--- src/rtl/hwcur_pkg.sv ---
package hwcur_pkg;
  localparam int unsigned CUR_DIM     = 64;
  localparam int unsigned ROW_BYTES   = 16;
  localparam int unsigned PLANE_BYTES = 8;

  typedef enum logic [2:0] {
    SEL_CTRL = 3'd0,
    SEL_BASE = 3'd1,
    SEL_POS  = 3'd2,
    SEL_HOT  = 3'd3,
    SEL_CLR0 = 3'd4,
    SEL_CLR1 = 3'd5
  } reg_sel_e;

  localparam logic [31:0] BASE_KEEP = 32'h87FF_FFF0;
  localparam logic [31:0] POS_KEEP  = 32'h3FFF_0FFF;
  localparam logic [31:0] HOT_KEEP  = 32'h003F_003F;

  typedef struct packed {
    logic [31:0] base;
    logic [31:0] pos;
    logic [31:0] hot;
    logic [23:0] clr0;
    logic [23:0] clr1;
  } cur_cfg_t;
endpackage

--- src/rtl/hwcur_regs.sv ---
module hwcur_regs
  import hwcur_pkg::*;
(
  input  logic        clk,
  input  logic        rst,
  input  logic        wr_en,
  input  logic [2:0]  wr_sel,
  input  logic [31:0] wr_data,
  output logic        cur_en,
  output cur_cfg_t    cfg_act
);
  cur_cfg_t cfg_pend;
  logic     lock;

  assign lock = cfg_pend.base[31];

  always_ff @(posedge clk) begin
    if (rst) begin
      cfg_pend <= '0;
      cfg_act  <= '0;
      cur_en   <= 1'b0;
    end else begin
      if (wr_en) begin
        case (reg_sel_e'(wr_sel))
          SEL_CTRL: cur_en        <= wr_data[0];
          SEL_BASE: cfg_pend.base <= wr_data & BASE_KEEP;
          SEL_POS:  cfg_pend.pos  <= wr_data & POS_KEEP;
          SEL_HOT:  cfg_pend.hot  <= wr_data & HOT_KEEP;
          SEL_CLR0: cfg_pend.clr0 <= wr_data[23:0];
          SEL_CLR1: cfg_pend.clr1 <= wr_data[23:0];
          default:  ;
        endcase
      end
      if (!lock) cfg_act <= cfg_pend;
    end
  end

  // a set lock freezes the applied configuration
  a_r7_lock_freezes: assert property (@(posedge clk) disable iff (rst)
    $past(lock) |-> $stable(cfg_act));

  // recorded base never carries bits outside its keep mask
  a_r8_base_mask: assert property (@(posedge clk) disable iff (rst)
    $past(wr_en) |-> ((cfg_pend.base & ~BASE_KEEP) == 32'd0));
endmodule

--- src/rtl/hwcur_fetch.sv ---
module hwcur_fetch
  import hwcur_pkg::*;
#(
  parameter int unsigned ADDR_W = 27,
  parameter int unsigned Y_W    = 12
) (
  input  logic              clk,
  input  logic              rst,
  input  logic              line_req,
  input  logic [Y_W-1:0]    line_y,
  input  logic              cur_en,
  input  logic [Y_W-1:0]    cur_y,
  input  logic [Y_W-1:0]    vis_last,
  input  logic [ADDR_W-1:0] start_addr,
  output logic              mem_rd_en,
  output logic [ADDR_W-1:0] mem_addr,
  input  logic [7:0]        mem_rdata,
  output logic              row_ok,
  output logic [Y_W-1:0]    row_y,
  input  logic [2:0]        byte_sel,
  output logic [7:0]        and_byte,
  output logic [7:0]        xor_byte
);
  localparam int unsigned IDX_W = $clog2(ROW_BYTES);

  logic [7:0]       lbuf [ROW_BYTES];
  logic             busy;
  logic [IDX_W-1:0] issue_cnt;
  logic             cap_valid;
  logic [IDX_W-1:0] cap_idx;
  logic [Y_W:0]     dy;
  logic             in_rows;

  assign dy      = {1'b0, line_y} - {1'b0, cur_y};
  assign in_rows = cur_en && !dy[Y_W] && (dy[Y_W-1:0] < Y_W'(CUR_DIM)) &&
                   (line_y <= vis_last);
  assign mem_rd_en = busy;

  always_ff @(posedge clk) begin
    if (rst) begin
      busy      <= 1'b0;
      issue_cnt <= '0;
      cap_valid <= 1'b0;
      cap_idx   <= '0;
      mem_addr  <= '0;
      row_ok    <= 1'b0;
      row_y     <= '0;
    end else if (line_req) begin
      row_ok    <= 1'b0;
      row_y     <= line_y;
      cap_valid <= 1'b0;
      issue_cnt <= '0;
      busy      <= in_rows;
      mem_addr  <= start_addr + ADDR_W'({dy[5:0], 4'b0000});
    end else begin
      cap_valid <= busy;
      cap_idx   <= issue_cnt;
      if (busy) begin
        mem_addr  <= mem_addr + 1'b1;
        issue_cnt <= issue_cnt + 1'b1;
        if (issue_cnt == IDX_W'(ROW_BYTES - 1)) busy <= 1'b0;
      end
      if (cap_valid && cap_idx == IDX_W'(ROW_BYTES - 1)) row_ok <= 1'b1;
    end
  end

  always_ff @(posedge clk) begin
    if (cap_valid && !line_req) lbuf[cap_idx] <= mem_rdata;
  end

  assign and_byte = lbuf[{1'b0, byte_sel}];
  assign xor_byte = lbuf[{1'b1, byte_sel}];

  // reads within one row fetch walk consecutive byte addresses
  a_r2_addr_step: assert property (@(posedge clk) disable iff (rst)
    (mem_rd_en && $past(mem_rd_en) && !$past(line_req)) |->
      (mem_addr == $past(mem_addr) + 1'b1));

  // a request while disabled starts no reads
  a_r11_no_fetch: assert property (@(posedge clk) disable iff (rst)
    (line_req && !cur_en) |=> !mem_rd_en);
endmodule

--- src/rtl/hwcur_blend.sv ---
module hwcur_blend
  import hwcur_pkg::*;
#(
  parameter int unsigned X_W = 14,
  parameter int unsigned Y_W = 12,
  parameter int unsigned H_W = 11
) (
  input  logic           clk,
  input  logic           rst,
  input  logic           pix_valid,
  input  logic [X_W-1:0] pix_x,
  input  logic [Y_W-1:0] pix_y,
  input  logic [31:0]    pix_rgb,
  input  logic           cur_en,
  input  logic [X_W-1:0] cur_x,
  input  logic [23:0]    clr0,
  input  logic [23:0]    clr1,
  input  logic [H_W-1:0] hfield,
  input  logic           row_ok,
  input  logic [Y_W-1:0] row_y,
  output logic [2:0]     byte_sel,
  input  logic [7:0]     and_byte,
  input  logic [7:0]     xor_byte,
  output logic           out_valid,
  output logic [31:0]    out_rgb
);
  localparam int unsigned CMP_W = (X_W > H_W + 4) ? X_W + 1 : H_W + 5;

  logic [X_W:0]     dx;
  logic [H_W:0]     hf_p1;
  logic [CMP_W-1:0] vis_w;
  logic [CMP_W-1:0] px_e;
  logic             in_x, on_screen, hit;
  logic [5:0]       col;
  logic [2:0]       bit_idx;
  logic             a_bit, x_bit;
  logic [31:0]      mix;

  assign dx        = {1'b0, pix_x} - {1'b0, cur_x};
  assign in_x      = !dx[X_W] && (dx[X_W-1:0] < X_W'(CUR_DIM));
  assign hf_p1     = {1'b0, hfield} + 1'b1;
  assign vis_w     = CMP_W'({hf_p1, 3'b000});
  assign px_e      = CMP_W'(pix_x);
  assign on_screen = px_e < vis_w;
  assign hit       = cur_en && row_ok && (pix_y == row_y) && in_x && on_screen;
  assign col       = dx[5:0];
  assign byte_sel  = col[5:3];
  assign bit_idx   = 3'd7 - col[2:0];
  assign a_bit     = and_byte[bit_idx];
  assign x_bit     = xor_byte[bit_idx];

  always_comb begin
    mix = pix_rgb;
    if (hit) begin
      case ({a_bit, x_bit})
        2'b11:   mix = ~pix_rgb;
        2'b10:   mix = pix_rgb;
        2'b01:   mix = {8'hFF, clr1};
        default: mix = {8'hFF, clr0};
      endcase
    end
  end

  always_ff @(posedge clk) begin
    if (rst) begin
      out_valid <= 1'b0;
      out_rgb   <= '0;
    end else begin
      out_valid <= pix_valid;
      if (pix_valid) out_rgb <= mix;
    end
  end

  // one cycle from input pixel to output pixel
  a_r1_latency: assert property (@(posedge clk) disable iff (rst)
    pix_valid |=> out_valid);
  a_r1_idle: assert property (@(posedge clk) disable iff (rst)
    !pix_valid |=> !out_valid);

  // disabled cursor passes background
  a_r11_pass: assert property (@(posedge clk) disable iff (rst)
    (pix_valid && !cur_en) |=> (out_rgb == $past(pix_rgb)));

  // nothing drawn at or past the right edge
  a_r9_clip: assert property (@(posedge clk) disable iff (rst)
    (pix_valid && !on_screen) |=> (out_rgb == $past(pix_rgb)));

  // no overlay before the row fetch completes
  a_r12_wait: assert property (@(posedge clk) disable iff (rst)
    (pix_valid && !row_ok) |=> (out_rgb == $past(pix_rgb)));
endmodule

--- src/rtl/hwcur_overlay.sv ---
module hwcur_overlay
  import hwcur_pkg::*;
#(
  parameter int unsigned ADDR_W = 27,
  parameter int unsigned X_W    = 14,
  parameter int unsigned Y_W    = 12,
  parameter int unsigned H_W    = 11
) (
  input  logic              clk,
  input  logic              rst,
  input  logic              reg_we,
  input  logic [2:0]        reg_addr,
  input  logic [31:0]       reg_wdata,
  input  logic [H_W-1:0]    disp_hfield,
  input  logic [Y_W-1:0]    disp_vlast,
  input  logic              line_req,
  input  logic [Y_W-1:0]    line_y,
  input  logic              pix_valid,
  input  logic [X_W-1:0]    pix_x,
  input  logic [Y_W-1:0]    pix_y,
  input  logic [31:0]       pix_rgb,
  output logic              out_valid,
  output logic [31:0]       out_rgb,
  output logic              mem_rd_en,
  output logic [ADDR_W-1:0] mem_addr,
  input  logic [7:0]        mem_rdata
);
  cur_cfg_t          cfg;
  logic              cur_en;
  logic [ADDR_W-1:0] start_addr;
  logic [5:0]        hot_x, hot_y;
  logic              row_ok;
  logic [Y_W-1:0]    row_y;
  logic [2:0]        byte_sel;
  logic [7:0]        and_byte, xor_byte;
  logic [X_W-1:0]    cur_x;
  logic [Y_W-1:0]    cur_y;

  hwcur_regs i_regs (
    .clk(clk), .rst(rst), .wr_en(reg_we), .wr_sel(reg_addr),
    .wr_data(reg_wdata), .cur_en(cur_en), .cfg_act(cfg)
  );

  assign hot_x      = cfg.hot[21:16];
  assign hot_y      = cfg.hot[5:0];
  assign cur_x      = cfg.pos[16 +: X_W];
  assign cur_y      = cfg.pos[0 +: Y_W];
  assign start_addr = cfg.base[ADDR_W-1:0] - ADDR_W'(hot_x) -
                      ADDR_W'({hot_y, 4'b0000});

  hwcur_fetch #(.ADDR_W(ADDR_W), .Y_W(Y_W)) i_fetch (
    .clk(clk), .rst(rst), .line_req(line_req), .line_y(line_y),
    .cur_en(cur_en), .cur_y(cur_y), .vis_last(disp_vlast),
    .start_addr(start_addr), .mem_rd_en(mem_rd_en), .mem_addr(mem_addr),
    .mem_rdata(mem_rdata), .row_ok(row_ok), .row_y(row_y),
    .byte_sel(byte_sel), .and_byte(and_byte), .xor_byte(xor_byte)
  );

  hwcur_blend #(.X_W(X_W), .Y_W(Y_W), .H_W(H_W)) i_blend (
    .clk(clk), .rst(rst), .pix_valid(pix_valid), .pix_x(pix_x),
    .pix_y(pix_y), .pix_rgb(pix_rgb), .cur_en(cur_en), .cur_x(cur_x),
    .clr0(cfg.clr0), .clr1(cfg.clr1), .hfield(disp_hfield),
    .row_ok(row_ok), .row_y(row_y), .byte_sel(byte_sel),
    .and_byte(and_byte), .xor_byte(xor_byte),
    .out_valid(out_valid), .out_rgb(out_rgb)
  );
endmodule

--- config.mk ---
export PLATFORM = sky130hd
export DESIGN_NAME = hwcur_overlay
export DESIGN_NICKNAME = d
export VERILOG_FILES = /design/src/rtl/hwcur_pkg.sv /design/src/rtl/hwcur_regs.sv /design/src/rtl/hwcur_fetch.sv /design/src/rtl/hwcur_blend.sv /design/src/rtl/hwcur_overlay.sv
export SDC_FILE = /design/constraint.sdc
export NUM_CORES = 1
export LEC_CHECK = 0
export ABC_CLOCK_PERIOD_IN_PS = 11570
export CORE_ASPECT_RATIO = 0.7
export CORE_MARGIN = 8
export CORE_UTILIZATION = 63
export CTS_CLUSTER_DIAMETER = 50
export DETAILED_ROUTE_END_ITERATION = 7
export DONT_BUFFER_PORTS = 1
export MAX_ROUTING_LAYER = met4
export PLACE_DENSITY = 0.88
export SLEW_MARGIN = 20
export SYNTH_ARGS = -nofsm -noshare
export SYNTH_HDL_FRONTEND = slang
export SYNTH_HIERARCHICAL = 1
export SYNTH_SLANG_ARGS = --single-unit
--- constraint.sdc ---
create_clock -name clk -period 11.57 [get_ports clk]
set_input_delay 2.314 -clock clk [delete_from_list [all_inputs] [get_ports clk]]
set_output_delay 2.314 -clock clk [all_outputs]
set_load 0.05 [all_outputs]
# Yosys cells after proc, flatten, opt, wreduce, memory -nomap -nowiden
# Memory sizes are Yosys's and may differ from the RTL's.
# Index checks and enable logic that the tools add are counted.
dict set report word_totals {
  reg_bits 303
  mem_bits_rw 128
  inputBits 141
  out_inout_bits 61
  word_cells 82
  memories 1
}
# name depth width rd rd_clocked_by_memory_dff write_ports line
set memory_table {}
lappend memory_table {i_fetch.lbuf 16 8 2 0 1 hwcur_fetch.sv:26} ;# logic [7:0] lbuf [ROW_BYTES];
dict set report classes {
  n_addsub 9
  order_cmp 5
  eq_ne 11
  mux 13
  n_bitwise 1
  n_reduce_logical 22
}
# operator n
set ops {}
lappend ops {{$pmux W32 S3} 1}
lappend ops {{$mux W27} 2}
lappend ops {{$mux W32} 1}
lappend ops {{$not A32 Y32} 1}
lappend ops {{$add A27 B1 Y27 const B} 1}
lappend ops {{$add A27 B10 Y27} 1}
lappend ops {{$sub A27 B10 Y27} 1}
lappend ops {{$sub A27 B6 Y27} 1}
lappend ops {{$lt A14 B15 Y1} 1}
lappend ops {{$sub A14 B14 Y15} 1}
lappend ops {{$lt A14 B7 Y1 const B} 1}
lappend ops {{$sub A12 B12 Y13} 1}
lappend ops {{$add A11 B1 Y12 const B} 1}
lappend ops {{$eq A12 B12 Y1} 1}
lappend ops {{$le A12 B12 Y1} 1}
lappend ops {{$lt A12 B7 Y1 const B} 1}
lappend ops {{$reduce_and A2 Y1} 6}
lappend ops {{$logic_and A1 B1 Y1} 10}
lappend ops {{$eq A4 B4 Y1 const B} 2}
lappend ops {{$mux W1} 7}
lappend ops {{$bmux W1 S3} 2}
lappend ops {{$eq A3 B2 Y1 const B} 2}
lappend ops {{$eq A3 B3 Y1 const B} 2}
lappend ops {{$add A4 B1 Y4 const B} 1}
lappend ops {{9 further kinds} 12}

# Depth between registers and ports, before layout
dict set report logic_depth {
  depth_word 7
  depth_mapped 18
}

# Modules after synthesis
# Netlist, hierarchy kept.
# module instances cells_per_inst area_each_um2 seq_area_each_um2
set by_module_without_submodules {}
lappend by_module_without_submodules {hwcur_fetch 1 666 8668.3 4844.6}
lappend by_module_without_submodules {hwcur_regs 1 787 8554.5 4404.2}
lappend by_module_without_submodules {hwcur_blend 1 479 3786.1 660.6}
lappend by_module_without_submodules {hwcur_overlay 1 152 1082.3 0.0}

# Worst setup path before layout
# No wires, ideal clock.
dict set report synth_timing {
  kind {input-to-reg}
  from {input pix_x[0]}
  to {register i_blend.out_rgb[10]}
  setup_ns 0.136
  arrival_time_ns 6.137
  path_slack_ns 5.297
  stages 17
  path_buffers 3
  path_cell_list {inv_1 -> ha_1 -> fa_1 -> nor2b_4 -> o21ai_0 -> a21boi_0 -> clkbuf_1 -> mux4_2 -> mux2_2 -> mux4_2 -> mux2i_1 -> buf_4 -> buf_4 -> mux2i_1 -> a211oi_1 -> nand3_1 -> o311ai_1}
}
dict set report synth_between {
  elab_chain_cells 7
  word_cells_on_any_way 18
}
# item line
set synth_rtl {}
lappend synth_rtl {{from (decl)} hwcur_overlay.sv:19} ;# input logic [X_W-1:0] pix_x,
lappend synth_rtl {{$sub A14 B14 Y15 (*)} hwcur_blend.sv:39} ;# assign dx = {1'b0, pix_x} - {1'b0, cur_x};
lappend synth_rtl {{net byte_sel[1]} hwcur_overlay.sv:34} ;# logic [2:0] byte_sel;
lappend synth_rtl {{$mem_v2 Z16 W8 (*)} n/a}
lappend synth_rtl {{net xor_byte[7]} hwcur_overlay.sv:35} ;# logic [7:0] and_byte, xor_byte;
lappend synth_rtl {{$bmux W1 S3 (*)} hwcur_blend.sv:50} ;# assign x_bit = xor_byte[bit_idx];
lappend synth_rtl {{$mux W1 (implied by the code) (*)} hwcur_blend.sv:50}
lappend synth_rtl {{$eq A2 B1 Y1 or $eq A2 B2 Y1 (tied branches)} hwcur_blend.sv:55} ;# case ({a_bit, x_bit})
lappend synth_rtl {{$pmux W32 S3 (*)} hwcur_blend.sv:55}
lappend synth_rtl {{$mux W32 (*)} hwcur_blend.sv:54} ;# if (hit) begin
lappend synth_rtl {{to (signal assigned)} hwcur_blend.sv:70} ;# if (pix_valid) out_rgb <= mix;
lappend synth_rtl {{to (decl)} hwcur_blend.sv:25} ;# output logic [31:0] out_rgb
# The timed path passes the listed nets; every way through them passes the cells marked *. The select of a mux whose other input is x is not followed.
# A chain may end at the register's enable or synchronous reset.

# Worst setup path after layout
dict set report layout_timing {
  from {input pix_x[1]}
  to {register i_blend.out_rgb[24]}
}
# The elaborated chain is that of the path after synthesis.

==> results.txt <==
The path class of the tightest hold or removal check is reg -> reg. On the critical path, the stage with the largest delay is an instance of sky130_fd_sc_hd__xor2_2. Clock skew on the completed layout was measured at 19.97 ps. The count of warnings emitted by yosys came out at 6. In this design, the stage delay of the slowest critical-path cell is 870 ps. The run finished with clean final reports. TritonCTS built the clock tree.

For the post-cts hold buffer count, the log shows 0. The total overflow left after global routing is 0. The violation count after the first detailed-route iteration is 1,300, and the half-perimeter wire length of the detailed placement result is 36,410 um.

The fraction of power consumed by sequential logic was 46.9%; the clock input transition at the sequential cells of the worst setup and hold paths was 60 ps. The critical path starts at pix_x[1]. The die covers 41,010 um^2. For this design the top-level I/O count stands at 202. The tools report the via count of the first global-routing pass as 15,130. After detailed routing, the average wire length per cell comes to 21.18 um.

The die outline height is 171.8 um. Cell row count: 57. Setup slack on the critical path of the routed design comes to 5031 ps. The logs give 23,430 um^2 for the design area and 21,860 um^2 for the combined area of all synthesized cells.

The final hold violation count came out at 0. The tools report the clock share of power as 39.3%. For the post-CTS resize count, the log shows 0. STA classifies the critical path startpoint as a primary input.

The cell area after placement is 21,980 um^2, and the layout cell share with drive strength beyond 1 is 8.781%. The final layout contains 2,219 nets. The worst hold path passes through 2 cells. Of all nets on the critical path, the largest fanout is 50. The number of buffers inserted to repair setup after CTS was 0; the overall fraction of global-route tracks in use was 25.82%.

The setup TNS after final layout came out at 0 ps. Before antenna repair, the detailed router went through 8 iterations. The design draws 3.597 mW.

The first global-routing pass estimated 82,540 um of wire. The share of total power dissipated in combinational logic is 13.8%. The switching share of power was 27.33%; the initial antenna violation count was 3. Kind of capture point of the worst setup path: a flop. Buffers inserted during clock tree synthesis total 42.

The region available for standard cell placement spans 34,450 um^2. At the pin with the least slew margin, the transition time is 1072 ps. The synthesized area divided by synthesized cell count is 10.65 um^2, and the buffers plus inverters on the worst setup path is 1. In this run the static leakage power is 8.585 nW.

The growth of design area from synthesis to finish came out at 7.201%. Setup repair after global routing left no endpoint under its margin. The number of remaining DRC errors was 0; the die span in x was 238.6 um. The count of placed standard cells including taps is 2,425, and the latest clock arrival within the worst-skew pair is 570 ps.

The most frequent standard cell in the layout excluding fill and tap cells was sky130_fd_sc_hd__dfxtp_1. Static timing analysis puts the maximum clock frequency at 0.1529 GHz. In the layout the commonest cells are 302 x sky130_fd_sc_hd__dfxtp_1, 264 x sky130_fd_sc_hd__mux2i_1, 240 x sky130_fd_sc_hd__nor2_1. The maximum number of buffers from clock root to sink was 3; the cell depth of the worst setup path was 12. The critical path is of the in -> reg type. The logs give 4541 ps for the worst setup slack after placement and 15,460 for the count of vias placed by the detailed router.

The count of pins over their slew limit was 0; the final hold slack was 469.8 ps. Cell internal power dissipation: 2.614 mW. The final cycle utilization of the critical path was 56.51%; the count of mapped cells out of synthesis was 2,053. The tool flagged a number of max-cap violations equal to 0. The family with the most delay on the worst path was multiplexers. The clock period could shrink to 6539 ps. Setup violations remaining at the end of the flow were counted as 0. For the final cell count without fillers, the log shows 2,503. IR analysis of the VDD net gives a maximum drop of 0.1245 mV. Start point of the worst hold path: i_regs/cfg_pend[27]$_SDFFE_PP0P_.

The tools report the data arrival time of the critical path as 6960 ps. The routed design has 53,020 um of wire. The total of fill cells in the finished design was 2,362; the worst-case reg-to-reg path depth was 13.

In this run the remaining antenna-violating nets after routing total 0. Headroom to the max-slew limit came out at 28.45%. The logs give 431 for the number of sinks handled by clock tree synthesis and 315 for the pin count of the biggest net entering global routing. In this run the number of H-tree levels came out at 2. The worst register-to-register path begins at i_regs/cfg_act[97]$_SDFFE_PP0N_. Areal power density over the cells: 153.5 nW/um^2. Traced cell by cell, the critical path runs through ha_1 -> nor2b_1 -> o2111ai_1 -> nand4b_1 -> xor2_2 -> mux2_2 -> mux4_2 -> mux2i_4 -> buf_4 -> nand2b_1 -> a311oi_1 -> a211oi_1. CTS placed an instance of sky130_fd_sc_hd__clkbuf_16 at the clock tree root. The weighted congestion reported at the end of routability-driven placement is 0.8938.

The per-cell via count in the routed design is 6.176, and the count of input and output buffers is 0. In this run the power spent charging and discharging nets is 982.9 uW. For the worst setup path, the data required time is 11,990 ps. Once the floorplan was initialized, standard cells occupied 63.46% of the core.

Measured on the finished design, the core utilization comes to 68.03%.
power groups by stage:
stage / registers (mW) / logic [mW] / clock network (mW)
after global routing: 1.69 / 0.539 / 1.49
after detailed placement: 1.72 / 0.487 / 0
after CTS: 1.69 / 0.493 / 1.43
after global placement: 1.72 / 0.469 / 0
after floorplan: 1.71 / 0.418 / 0
final: 1.69 / 0.498 / 1.41
per-layer routing:
metal / GRT usage (%) / routed length (um)
met1: 32.16 / 21860
met2: 42.20 / 25950
met3: 5.267 / 3536
met4: 8.284 / 1675
met5: - / 0
area by class of cell:
class                           instances  area, um^2  share of cell area [%]
Sequential cell                       431        9913                   42.31
Multi-Input combinational cell       1428       11080                   47.30
Clock inverter                         24       325.3                   1.388
Antenna cell                            4       10.01                 0.04272
Tap cell                              472       590.6                   2.520
Inverter                               79       296.5                   1.265
Clock buffer                           50        1101                   4.699
Timing Repair Buffer                   15       112.6                  0.4806
worst reg2reg max path: cells and delay by family (launching register included):
family          cells  cell delay, ps
compound gates      3             870
xor+xnor            1             870
fa+ha+maj           1             270
buf+inv             2             750
flops               1             440
mux                 3            1100
simple gates        3             840
worst paths after layout:
check	end	slack, ps
worst max-delay path	i_blend/out_rgb[24]$_SDFFE_PP0P_	5030
worst min-delay path	i_regs/cfg_pend[27]$_SDFFE_PP0P_	470
worst max register to register	i_blend/out_rgb[24]$_SDFFE_PP0P_	6260
worst min register to register	i_regs/cfg_pend[27]$_SDFFE_PP0P_	470
state kept, by name (all words and copies together), names as in the netlist:
register and flops:
i_blend/out_rgb 32, i_blend/out_valid 1, i_fetch/cap_idx 4, i_fetch/cap_valid 1, i_fetch/issue_cnt 4, i_fetch/lbuf 128, i_fetch/mem_addr 27, i_fetch/mem_rd_en 1
i_fetch/row_ok 1, i_fetch/row_y 12, i_regs/cfg_act 109, i_regs/cfg_pend 110, i_regs/cur_en 1
(Power assumes the default switching activity.)
